===== src/rtl/ac_pkg.sv =====
package ac_pkg;

    typedef enum logic [2:0] {
        ST_IDLE,
        ST_LOOK,
        ST_EVICT,
        ST_FILL,
        ST_FWD
    } ac_state_e;

    typedef enum logic [1:0] {
        WM_BYPASS = 2'd0,
        WM_BACK   = 2'd1,
        WM_THRU   = 2'd2,
        WM_THRU2  = 2'd3
    } ac_wmode_e;

    function automatic int ac_idx_bits(input int n);
        return (n > 1) ? $clog2(n) : 1;
    endfunction

endpackage


===== src/rtl/ac_tags.sv =====
module ac_tags #(
    parameter int SETS  = 4,
    parameter int WAYS  = 2,
    parameter int SET_W = 2,
    parameter int WAY_W = 1,
    parameter int TAG_W = 6
) (
    input  logic             clk,
    input  logic             rst,
    input  logic [SET_W-1:0] set_i,
    input  logic [TAG_W-1:0] tag_i,
    input  logic             touch_i,
    input  logic             fill_i,
    input  logic             dirty_i,
    output logic             hit_o,
    output logic [WAY_W-1:0] hit_way_o,
    output logic [WAY_W-1:0] vict_way_o,
    output logic             vict_dirty_o,
    output logic [TAG_W-1:0] vict_tag_o
);

    typedef struct packed {
        logic             valid;
        logic             dirty;
        logic [TAG_W-1:0] tag;
        logic [WAY_W-1:0] age;
    } line_meta_t;

    line_meta_t meta [SETS][WAYS];

    // tag compare across the set
    always_comb begin
        hit_o     = 1'b0;
        hit_way_o = '0;
        for (int w = 0; w < WAYS; w++) begin
            if (meta[set_i][w].valid && meta[set_i][w].tag == tag_i) begin
                hit_o     = 1'b1;
                hit_way_o = WAY_W'(w);
            end
        end
    end

    // victim: first invalid line, else oldest age
    always_comb begin
        logic found;
        found      = 1'b0;
        vict_way_o = '0;
        for (int w = 0; w < WAYS; w++) begin
            if (!found && !meta[set_i][w].valid) begin
                found      = 1'b1;
                vict_way_o = WAY_W'(w);
            end
        end
        for (int w = 0; w < WAYS; w++) begin
            if (!found && meta[set_i][w].age == WAY_W'(WAYS - 1)) begin
                found      = 1'b1;
                vict_way_o = WAY_W'(w);
            end
        end
    end

    assign vict_dirty_o = meta[set_i][vict_way_o].valid && meta[set_i][vict_way_o].dirty;
    assign vict_tag_o   = meta[set_i][vict_way_o].tag;

    always_ff @(posedge clk) begin
        if (rst) begin
            for (int s = 0; s < SETS; s++) begin
                for (int w = 0; w < WAYS; w++) begin
                    meta[s][w].valid <= 1'b0;
                    meta[s][w].dirty <= 1'b0;
                    meta[s][w].tag   <= '0;
                    meta[s][w].age   <= WAY_W'(w);
                end
            end
        end else begin
            if (fill_i) begin
                meta[set_i][vict_way_o].valid <= 1'b1;
                meta[set_i][vict_way_o].dirty <= 1'b0;
                meta[set_i][vict_way_o].tag   <= tag_i;
            end
            if (touch_i) begin
                for (int w = 0; w < WAYS; w++) begin
                    if (WAY_W'(w) == hit_way_o)
                        meta[set_i][w].age <= '0;
                    else if (meta[set_i][w].age < meta[set_i][hit_way_o].age)
                        meta[set_i][w].age <= meta[set_i][w].age + 1'b1;
                end
                if (dirty_i)
                    meta[set_i][hit_way_o].dirty <= 1'b1;
            end
        end
    end

endmodule


===== src/rtl/ac_data.sv =====
module ac_data #(
    parameter int SETS   = 4,
    parameter int WAYS   = 2,
    parameter int WPL    = 4,
    parameter int WORD_W = 32,
    parameter int SET_W  = 2,
    parameter int WAY_W  = 1,
    parameter int OFF_W  = 2
) (
    input  logic                  clk,
    input  logic [SET_W-1:0]      set_i,
    input  logic [WAY_W-1:0]      way_i,
    input  logic [OFF_W-1:0]      off_i,
    input  logic                  wr_i,
    input  logic [WORD_W-1:0]     wdata_i,
    input  logic                  fill_i,
    input  logic [WPL*WORD_W-1:0] blk_i,
    output logic [WORD_W-1:0]     word_o,
    output logic [WPL*WORD_W-1:0] blk_o
);

    logic [WPL*WORD_W-1:0] lines [SETS][WAYS];

    assign blk_o  = lines[set_i][way_i];
    assign word_o = blk_o[off_i*WORD_W +: WORD_W];

    always_ff @(posedge clk) begin
        if (fill_i)
            lines[set_i][way_i] <= blk_i;
        else if (wr_i)
            lines[set_i][way_i][off_i*WORD_W +: WORD_W] <= wdata_i;
    end

endmodule


===== src/rtl/assoc_cache.sv =====
module assoc_cache
    import ac_pkg::*;
#(
    parameter int ADDR_W = 10,
    parameter int WORD_W = 32,
    parameter int SETS   = 4,
    parameter int WAYS   = 2,
    parameter int WPL    = 4,
    parameter int CNT_W  = 16
) (
    input  logic                           clk,
    input  logic                           rst,
    input  logic [1:0]                     wr_mode,
    input  logic                           cpu_req,
    input  logic                           cpu_we,
    input  logic [ADDR_W-1:0]              cpu_addr,
    input  logic [WORD_W-1:0]              cpu_wdata,
    output logic                           cpu_ready,
    output logic [WORD_W-1:0]              cpu_rdata,
    output logic                           mem_req,
    output logic                           mem_we,
    output logic [ADDR_W-$clog2(WPL)-1:0]  mem_addr,
    output logic [WPL*WORD_W-1:0]          mem_wdata,
    output logic [WPL-1:0]                 mem_wstrb,
    input  logic                           mem_ack,
    input  logic [WPL*WORD_W-1:0]          mem_rdata,
    output logic [CNT_W-1:0]               hit_count,
    output logic [CNT_W-1:0]               miss_count
);

    localparam int OFF_W = $clog2(WPL);
    localparam int SET_W = $clog2(SETS);
    localparam int WAY_W = ac_idx_bits(WAYS);
    localparam int TAG_W = ADDR_W - SET_W - OFF_W;

    ac_state_e          st;
    logic               q_we;
    logic [ADDR_W-1:0]  q_addr;
    logic [WORD_W-1:0]  q_wdata;
    logic               retry;

    logic [TAG_W-1:0]   q_tag;
    logic [SET_W-1:0]   q_set;
    logic [OFF_W-1:0]   q_off;

    logic               hit, vict_dirty;
    logic [WAY_W-1:0]   hit_way, vict_way, sel_way;
    logic [TAG_W-1:0]   vict_tag;
    logic [WORD_W-1:0]  rd_word;
    logic [WPL*WORD_W-1:0] vict_blk;

    logic               m_back, m_bypass;
    logic               touch, mark_dirty, fill_done, word_wr;

    assign q_tag = q_addr[ADDR_W-1 -: TAG_W];
    assign q_set = q_addr[OFF_W +: SET_W];
    assign q_off = q_addr[OFF_W-1:0];

    assign m_back   = (wr_mode == WM_BACK);
    assign m_bypass = (wr_mode == WM_BYPASS);

    assign touch      = (st == ST_LOOK) && hit;
    assign word_wr    = touch && q_we;
    assign mark_dirty = word_wr && m_back;
    assign fill_done  = (st == ST_FILL) && mem_ack;
    assign sel_way    = (st == ST_LOOK) ? hit_way : vict_way;

    ac_tags #(
        .SETS(SETS), .WAYS(WAYS), .SET_W(SET_W), .WAY_W(WAY_W), .TAG_W(TAG_W)
    ) u_tags (
        .clk(clk), .rst(rst),
        .set_i(q_set), .tag_i(q_tag),
        .touch_i(touch), .fill_i(fill_done), .dirty_i(mark_dirty),
        .hit_o(hit), .hit_way_o(hit_way), .vict_way_o(vict_way),
        .vict_dirty_o(vict_dirty), .vict_tag_o(vict_tag)
    );

    ac_data #(
        .SETS(SETS), .WAYS(WAYS), .WPL(WPL), .WORD_W(WORD_W),
        .SET_W(SET_W), .WAY_W(WAY_W), .OFF_W(OFF_W)
    ) u_data (
        .clk(clk),
        .set_i(q_set), .way_i(sel_way), .off_i(q_off),
        .wr_i(word_wr), .wdata_i(q_wdata),
        .fill_i(fill_done), .blk_i(mem_rdata),
        .word_o(rd_word), .blk_o(vict_blk)
    );

    // next-level port
    always_comb begin
        mem_req   = (st == ST_EVICT) || (st == ST_FILL) || (st == ST_FWD);
        mem_we    = (st == ST_EVICT) || (st == ST_FWD);
        mem_addr  = {q_tag, q_set};
        mem_wdata = {WPL{q_wdata}};
        mem_wstrb = '0;
        if (st == ST_EVICT) begin
            mem_addr  = {vict_tag, q_set};
            mem_wdata = vict_blk;
            mem_wstrb = '1;
        end else if (st == ST_FWD) begin
            mem_wstrb = WPL'(1) << q_off;
        end
    end

    always_ff @(posedge clk) begin
        if (rst) begin
            st         <= ST_IDLE;
            q_we       <= 1'b0;
            q_addr     <= '0;
            q_wdata    <= '0;
            retry      <= 1'b0;
            cpu_ready  <= 1'b0;
            cpu_rdata  <= '0;
            hit_count  <= '0;
            miss_count <= '0;
        end else begin
            cpu_ready <= 1'b0;
            unique case (st)
                ST_IDLE: begin
                    if (cpu_req && !cpu_ready) begin
                        q_we    <= cpu_we;
                        q_addr  <= cpu_addr;
                        q_wdata <= cpu_wdata;
                        retry   <= 1'b0;
                        st      <= ST_LOOK;
                    end
                end
                ST_LOOK: begin
                    if (!retry) begin
                        if (hit) hit_count  <= hit_count + CNT_W'(1);
                        else     miss_count <= miss_count + CNT_W'(1);
                    end
                    if (hit) begin
                        if (!q_we) begin
                            cpu_rdata <= rd_word;
                            cpu_ready <= 1'b1;
                            st        <= ST_IDLE;
                        end else if (m_back) begin
                            cpu_ready <= 1'b1;
                            st        <= ST_IDLE;
                        end else begin
                            st <= ST_FWD;
                        end
                    end else if (q_we && m_bypass) begin
                        st <= ST_FWD;
                    end else if (vict_dirty) begin
                        st <= ST_EVICT;
                    end else begin
                        st <= ST_FILL;
                    end
                end
                ST_EVICT: begin
                    if (mem_ack) st <= ST_FILL;
                end
                ST_FILL: begin
                    if (mem_ack) begin
                        retry <= 1'b1;
                        st    <= ST_LOOK;
                    end
                end
                ST_FWD: begin
                    if (mem_ack) begin
                        cpu_ready <= 1'b1;
                        st        <= ST_IDLE;
                    end
                end
                default: st <= ST_IDLE;
            endcase
        end
    end

endmodule


===== config.mk =====
export PLATFORM = sky130hd
export DESIGN_NAME = assoc_cache
export DESIGN_NICKNAME = d
export VERILOG_FILES = /design/src/rtl/ac_pkg.sv /design/src/rtl/ac_tags.sv /design/src/rtl/ac_data.sv /design/src/rtl/assoc_cache.sv
export SDC_FILE = /design/constraint.sdc
export NUM_CORES = 1
export LEC_CHECK = 0
export BUFFER_PORTS_ARGS = -buffer_cell sky130_fd_sc_hd__buf_4
export CORE_UTILIZATION = 46
export CTS_BUF_LIST = sky130_fd_sc_hd__clkbuf_2
export CTS_CLUSTER_DIAMETER = 40
export DETAILED_ROUTE_END_ITERATION = 8
export MAX_ROUTING_LAYER = met4
export PLACE_DENSITY = 0.66
export SYNTH_ARGS = -nofsm -noshare
export SYNTH_HDL_FRONTEND = slang
export SYNTH_SLANG_ARGS = --single-unit
export TNS_END_PERCENT = 5

===== constraint.sdc =====
create_clock -name clk -period 4.39 [get_ports clk]
set_clock_uncertainty 0.2 [all_clocks]
set_input_delay 0.439 -clock clk [delete_from_list [all_inputs] [get_ports clk]]
set_output_delay 0.439 -clock clk [all_outputs]
set_load 0.1 [all_outputs]

==> impl_metrics.csv <==
group,metric,value,unit
route,vias,37800,
cts,insertion_delay,1.59,ns
route,wl,193000,um
power_and_ir_drop,ir_drop,0.309,mV
cts,cts_sinks,1210,
logic_synthesis,ys_seq_area_share,66.2,%
global_route,grt_first_pass_wirelength,269000,um
logic_synthesis,async_flop_share,0,%
timing,max_freq,192,MHz
global_route,overflow,0,
timing,worst_slew_pin_slew,1.51,ns
worst_setup_path,critPathRequiredTime,3.75,ns
final_layout,final_util,61.5,%
logic_synthesis,syn_inst,3286,
status,status,"complete, but fails checks",
final_layout,fin_nets,4626,
worst_setup_path,cp-start-kind,"flop",
logic_synthesis,yosysTopAreaCellShare,61.6,%
cts,tritoncts,"done",
timing,finalCritPeriodShare,118,%
final_layout,area_delta_synth_final,32.5,%
route,drtAntennaViolNets,0,
worst_setup_path,path_cells,"buf_4 > mux4_2 > xnor2_2 > nand4_1 > o21ai_4 > buf_12 > buf_16 > buf_16 > mux2i_4 > a21oi_1 > buf_4 > buf_12",
worst_setup_path,critical_path.top_delay_family,"buffers and inverters",
final_layout,fillers,8407,
route,drt_iter0_markers,4678,
global_route,antenna_found_initial,24,
logic_synthesis,synth_edf_count,1088,
worst_setup_path,cpPeakStageDelay,0.54,ns
global_route,grt_max_degree,95,
die,rows,124,
final_layout,fin_cells,6198,
worst_setup_path,worst-path-stages,12,
die,initial_core_util,46.4,%
die,io_pins,384,
timing,setup_viol,135,
power_and_ir_drop,p_leak,0.0251,uW
logic_synthesis,ys_types,54,
logic_synthesis,yosys_warnings,0,
route,via_per_inst,6.09,
placement,dp_hpwl,120000,um
worst_setup_path,cp_slowest_cell,"mux4_2",
worst_setup_path,reg2reg_slack,-0.04,ns
timing,fin_ws,-0.805,ns
worst_setup_path,r2r_cells,11,
logic_synthesis,ys_top_cells_by_area,"edfxtp_1, mux4_2, mux2_2",
logic_synthesis,synth_ff_type,"edfxtp_1",
die,core-area,114000,um^2
cts,numCtsBuffers,322,
cts,htreeDepth,5,
cts,root_buffer,"clkbuf_2",
cts,cts.clk_slew.worst_paths,0.11,ns
hold_path,hold_path.class,"in2reg",
timing,period_needed,5.20,ns
worst_setup_path,critPathArrivalTime,4.56,ns
route,wl_per_cell,31.1,um
status,violations,"capacitance limit, slew limit, setup timing",
die,dieWidth,342,um
logic_synthesis,avgSynthCellArea,16.1,um^2
timing,slew_viol_final,5,
global_route,gr-usage-all-layers,33.7,%
cts,cts_buffer_depth,4,
route,first_pass_iters,6,
timing,slew_headroom,-0.784,%
logic_synthesis,syn-num-nets,3470,
worst_setup_path,cp_max_fo,8,
worst_setup_path,timing_worst_setup_path_type,"reg2out",
die,die_h,342,um
flow_run,drv_cap,1,
die,die_area,117000,um^2
final_layout,final_cell_mix,"edfxtp_1, clkbuf_2, dlygate4sd3_1, buf_4, mux4_2",
final_layout,drive_gt1_share,41.9,%
placement,dp_cells,5144,
logic_synthesis,yosysTopAreaCell,"edfxtp_1",
global_route,grt_pass1_vias,37700,
logic_synthesis,synth_seq_cells,1210,
timing,hold_viol_final,0,
worst_setup_path,path_buf_inv,6,
placement,place_congestion,0.871,
worst_setup_path,cp-end-kind,"output port",
power_and_ir_drop,p_per_area,388,nW/um^2
timing,finalSetupTns,-87.65,ns
worst_setup_path,cp-endpoint,"mem_wdata[83]",
worst_setup_path,rr_endpoint,"st[0]",
timing,rsz0062_at_grt,"true",
route,drc,0,
placement,io_buffers,383,
final_layout,final_common_cell,"edfxtp_1",
logic_synthesis,syn_area,53000,um^2
==> cell families after synthesis <==
logic type | share of synthesized area (%)
DFF | 66.2
and+or+nand+nor | 7.59
AOI/OAI and AO/OA | 3.81
xor gates and xnor gates | 0.429
adders and majority gates | 0.165
muxes | 19.9
buffers and inverters | 1.91
==> Yosys cell counts, drive strengths merged (2+ instances only) <==
cell type and instances:
or4 36, mux2i 138, clkbuf 157, mux4 273, and4 5, inv 8
a21oi 145, dfxtp 122, a31oi 64, and3 70, nor3 9, xnor2 20
nor3b 5, xor2 6, a21o 8, or3 3, o31ai 11, nor2 114
and2 184, o211a 32, o21a 34, nand3b 2, or2 12, nand2b 6
buf 74, nand3 17, nand4 17, mux2 266, nor4 7, ha 7
nor2b 11, o21ai 20, nand2 306, edfxtp 1088
==> sequential cells by signal, summed over array words and instances (netlist names), named ones only <==
name,cells
u_data.lines,1024
q_addr,10
cpu_ready,1
q_we,1
hit_count,16
retry,1
miss_count,16
cpu_rdata,32
q_wdata,32
st,3
u_tags.meta,72
==> tightest hold or removal path: cells and delay by family <==
family	cells	cell delay (ns)
buffers and inverters	3	1.19
muxes	1	0.18
==> area by class of cell <==
| type | instances | area, um^2 | share of cell area (%) |
|---|---|---|---|
| flip-flops and latches | 1210 | 35100 | 50.0 |
| multi-input cells | 1836 | 19100 | 27.2 |
| repair buffers | 1063 | 11300 | 16.1 |
| clock buffers | 480 | 2400 | 3.42 |
| well taps | 1512 | 1890 | 2.69 |
| clock inverters | 63 | 355 | 0.506 |
| diodes | 25 | 62.6 | 0.0890 |
| inverters | 9 | 36.3 | 0.0516 |
==> worst min path at each step <==
| stage | from | to | slack (ns) | depth (start not counted) |
|---|---|---|---|---|
| finish | mem_rdata[11] | u_data.lines[1][139] | 0.14 | 4 |
| global route | mem_rdata[0] | u_data.lines[2][128] | 0.07 | 4 |
| global placement | u_tags.meta[2][17] | u_tags.meta[2][17] | 0.23 | 1 |
| CTS | mem_rdata[44] | u_data.lines[2][44] | 0.002 | 4 |
| detailed placement | u_tags.meta[3][17] | u_tags.meta[3][17] | 0.24 | 1 |
| floorplan | u_tags.meta[2][17] | u_tags.meta[2][17] | 0.22 | 1 |
==> what timing repair did <==
item,in CTS,in global routing
hold buffers,433,0
pin swaps,82,18
buffers inserted,18,19
resized for setup,542,73
endpoints found under the setup margin,134,167
endpoints found under the hold margin,1897,0
gates cloned,13,3
==> power by group <==
group	switching [uW]	internal, uW	total (uW)	leakage (uW)
sequential	132	12600	12700	0.0109
clock	4640	3110	7750	0.00217
combinational	4460	2310	6770	0.0121
==> metrics by stage <==
step | instance area [um^2] | hold slack (ns) | worst slack [ns] | power (uW)
detailed placement | 59500 | 0.239 | 0.187 | 18300
global placement | 59500 | 0.227 | 0.234 | 18300
CTS | 69600 | 0.00182 | -0.930 | 27000
global route | 70300 | 0.0670 | -1.02 | 28000
floorplan | 53400 | 0.221 | -0.428 | 16400
finish | 70300 | 0.140 | -0.805 | 27300
==> metal layers <==
layer	vias to the layer above	wire length, um	track usage (%)	part of all wire (%)
li1	15400	-	-	-
met1	19200	68900	41.9	36
met2	2667	89200	50.2	46
met3	493	26200	11.4	14
met4	0	8270	14.9	4.3
met5	-	0	-	0
(Power assumes the default switching activity.)
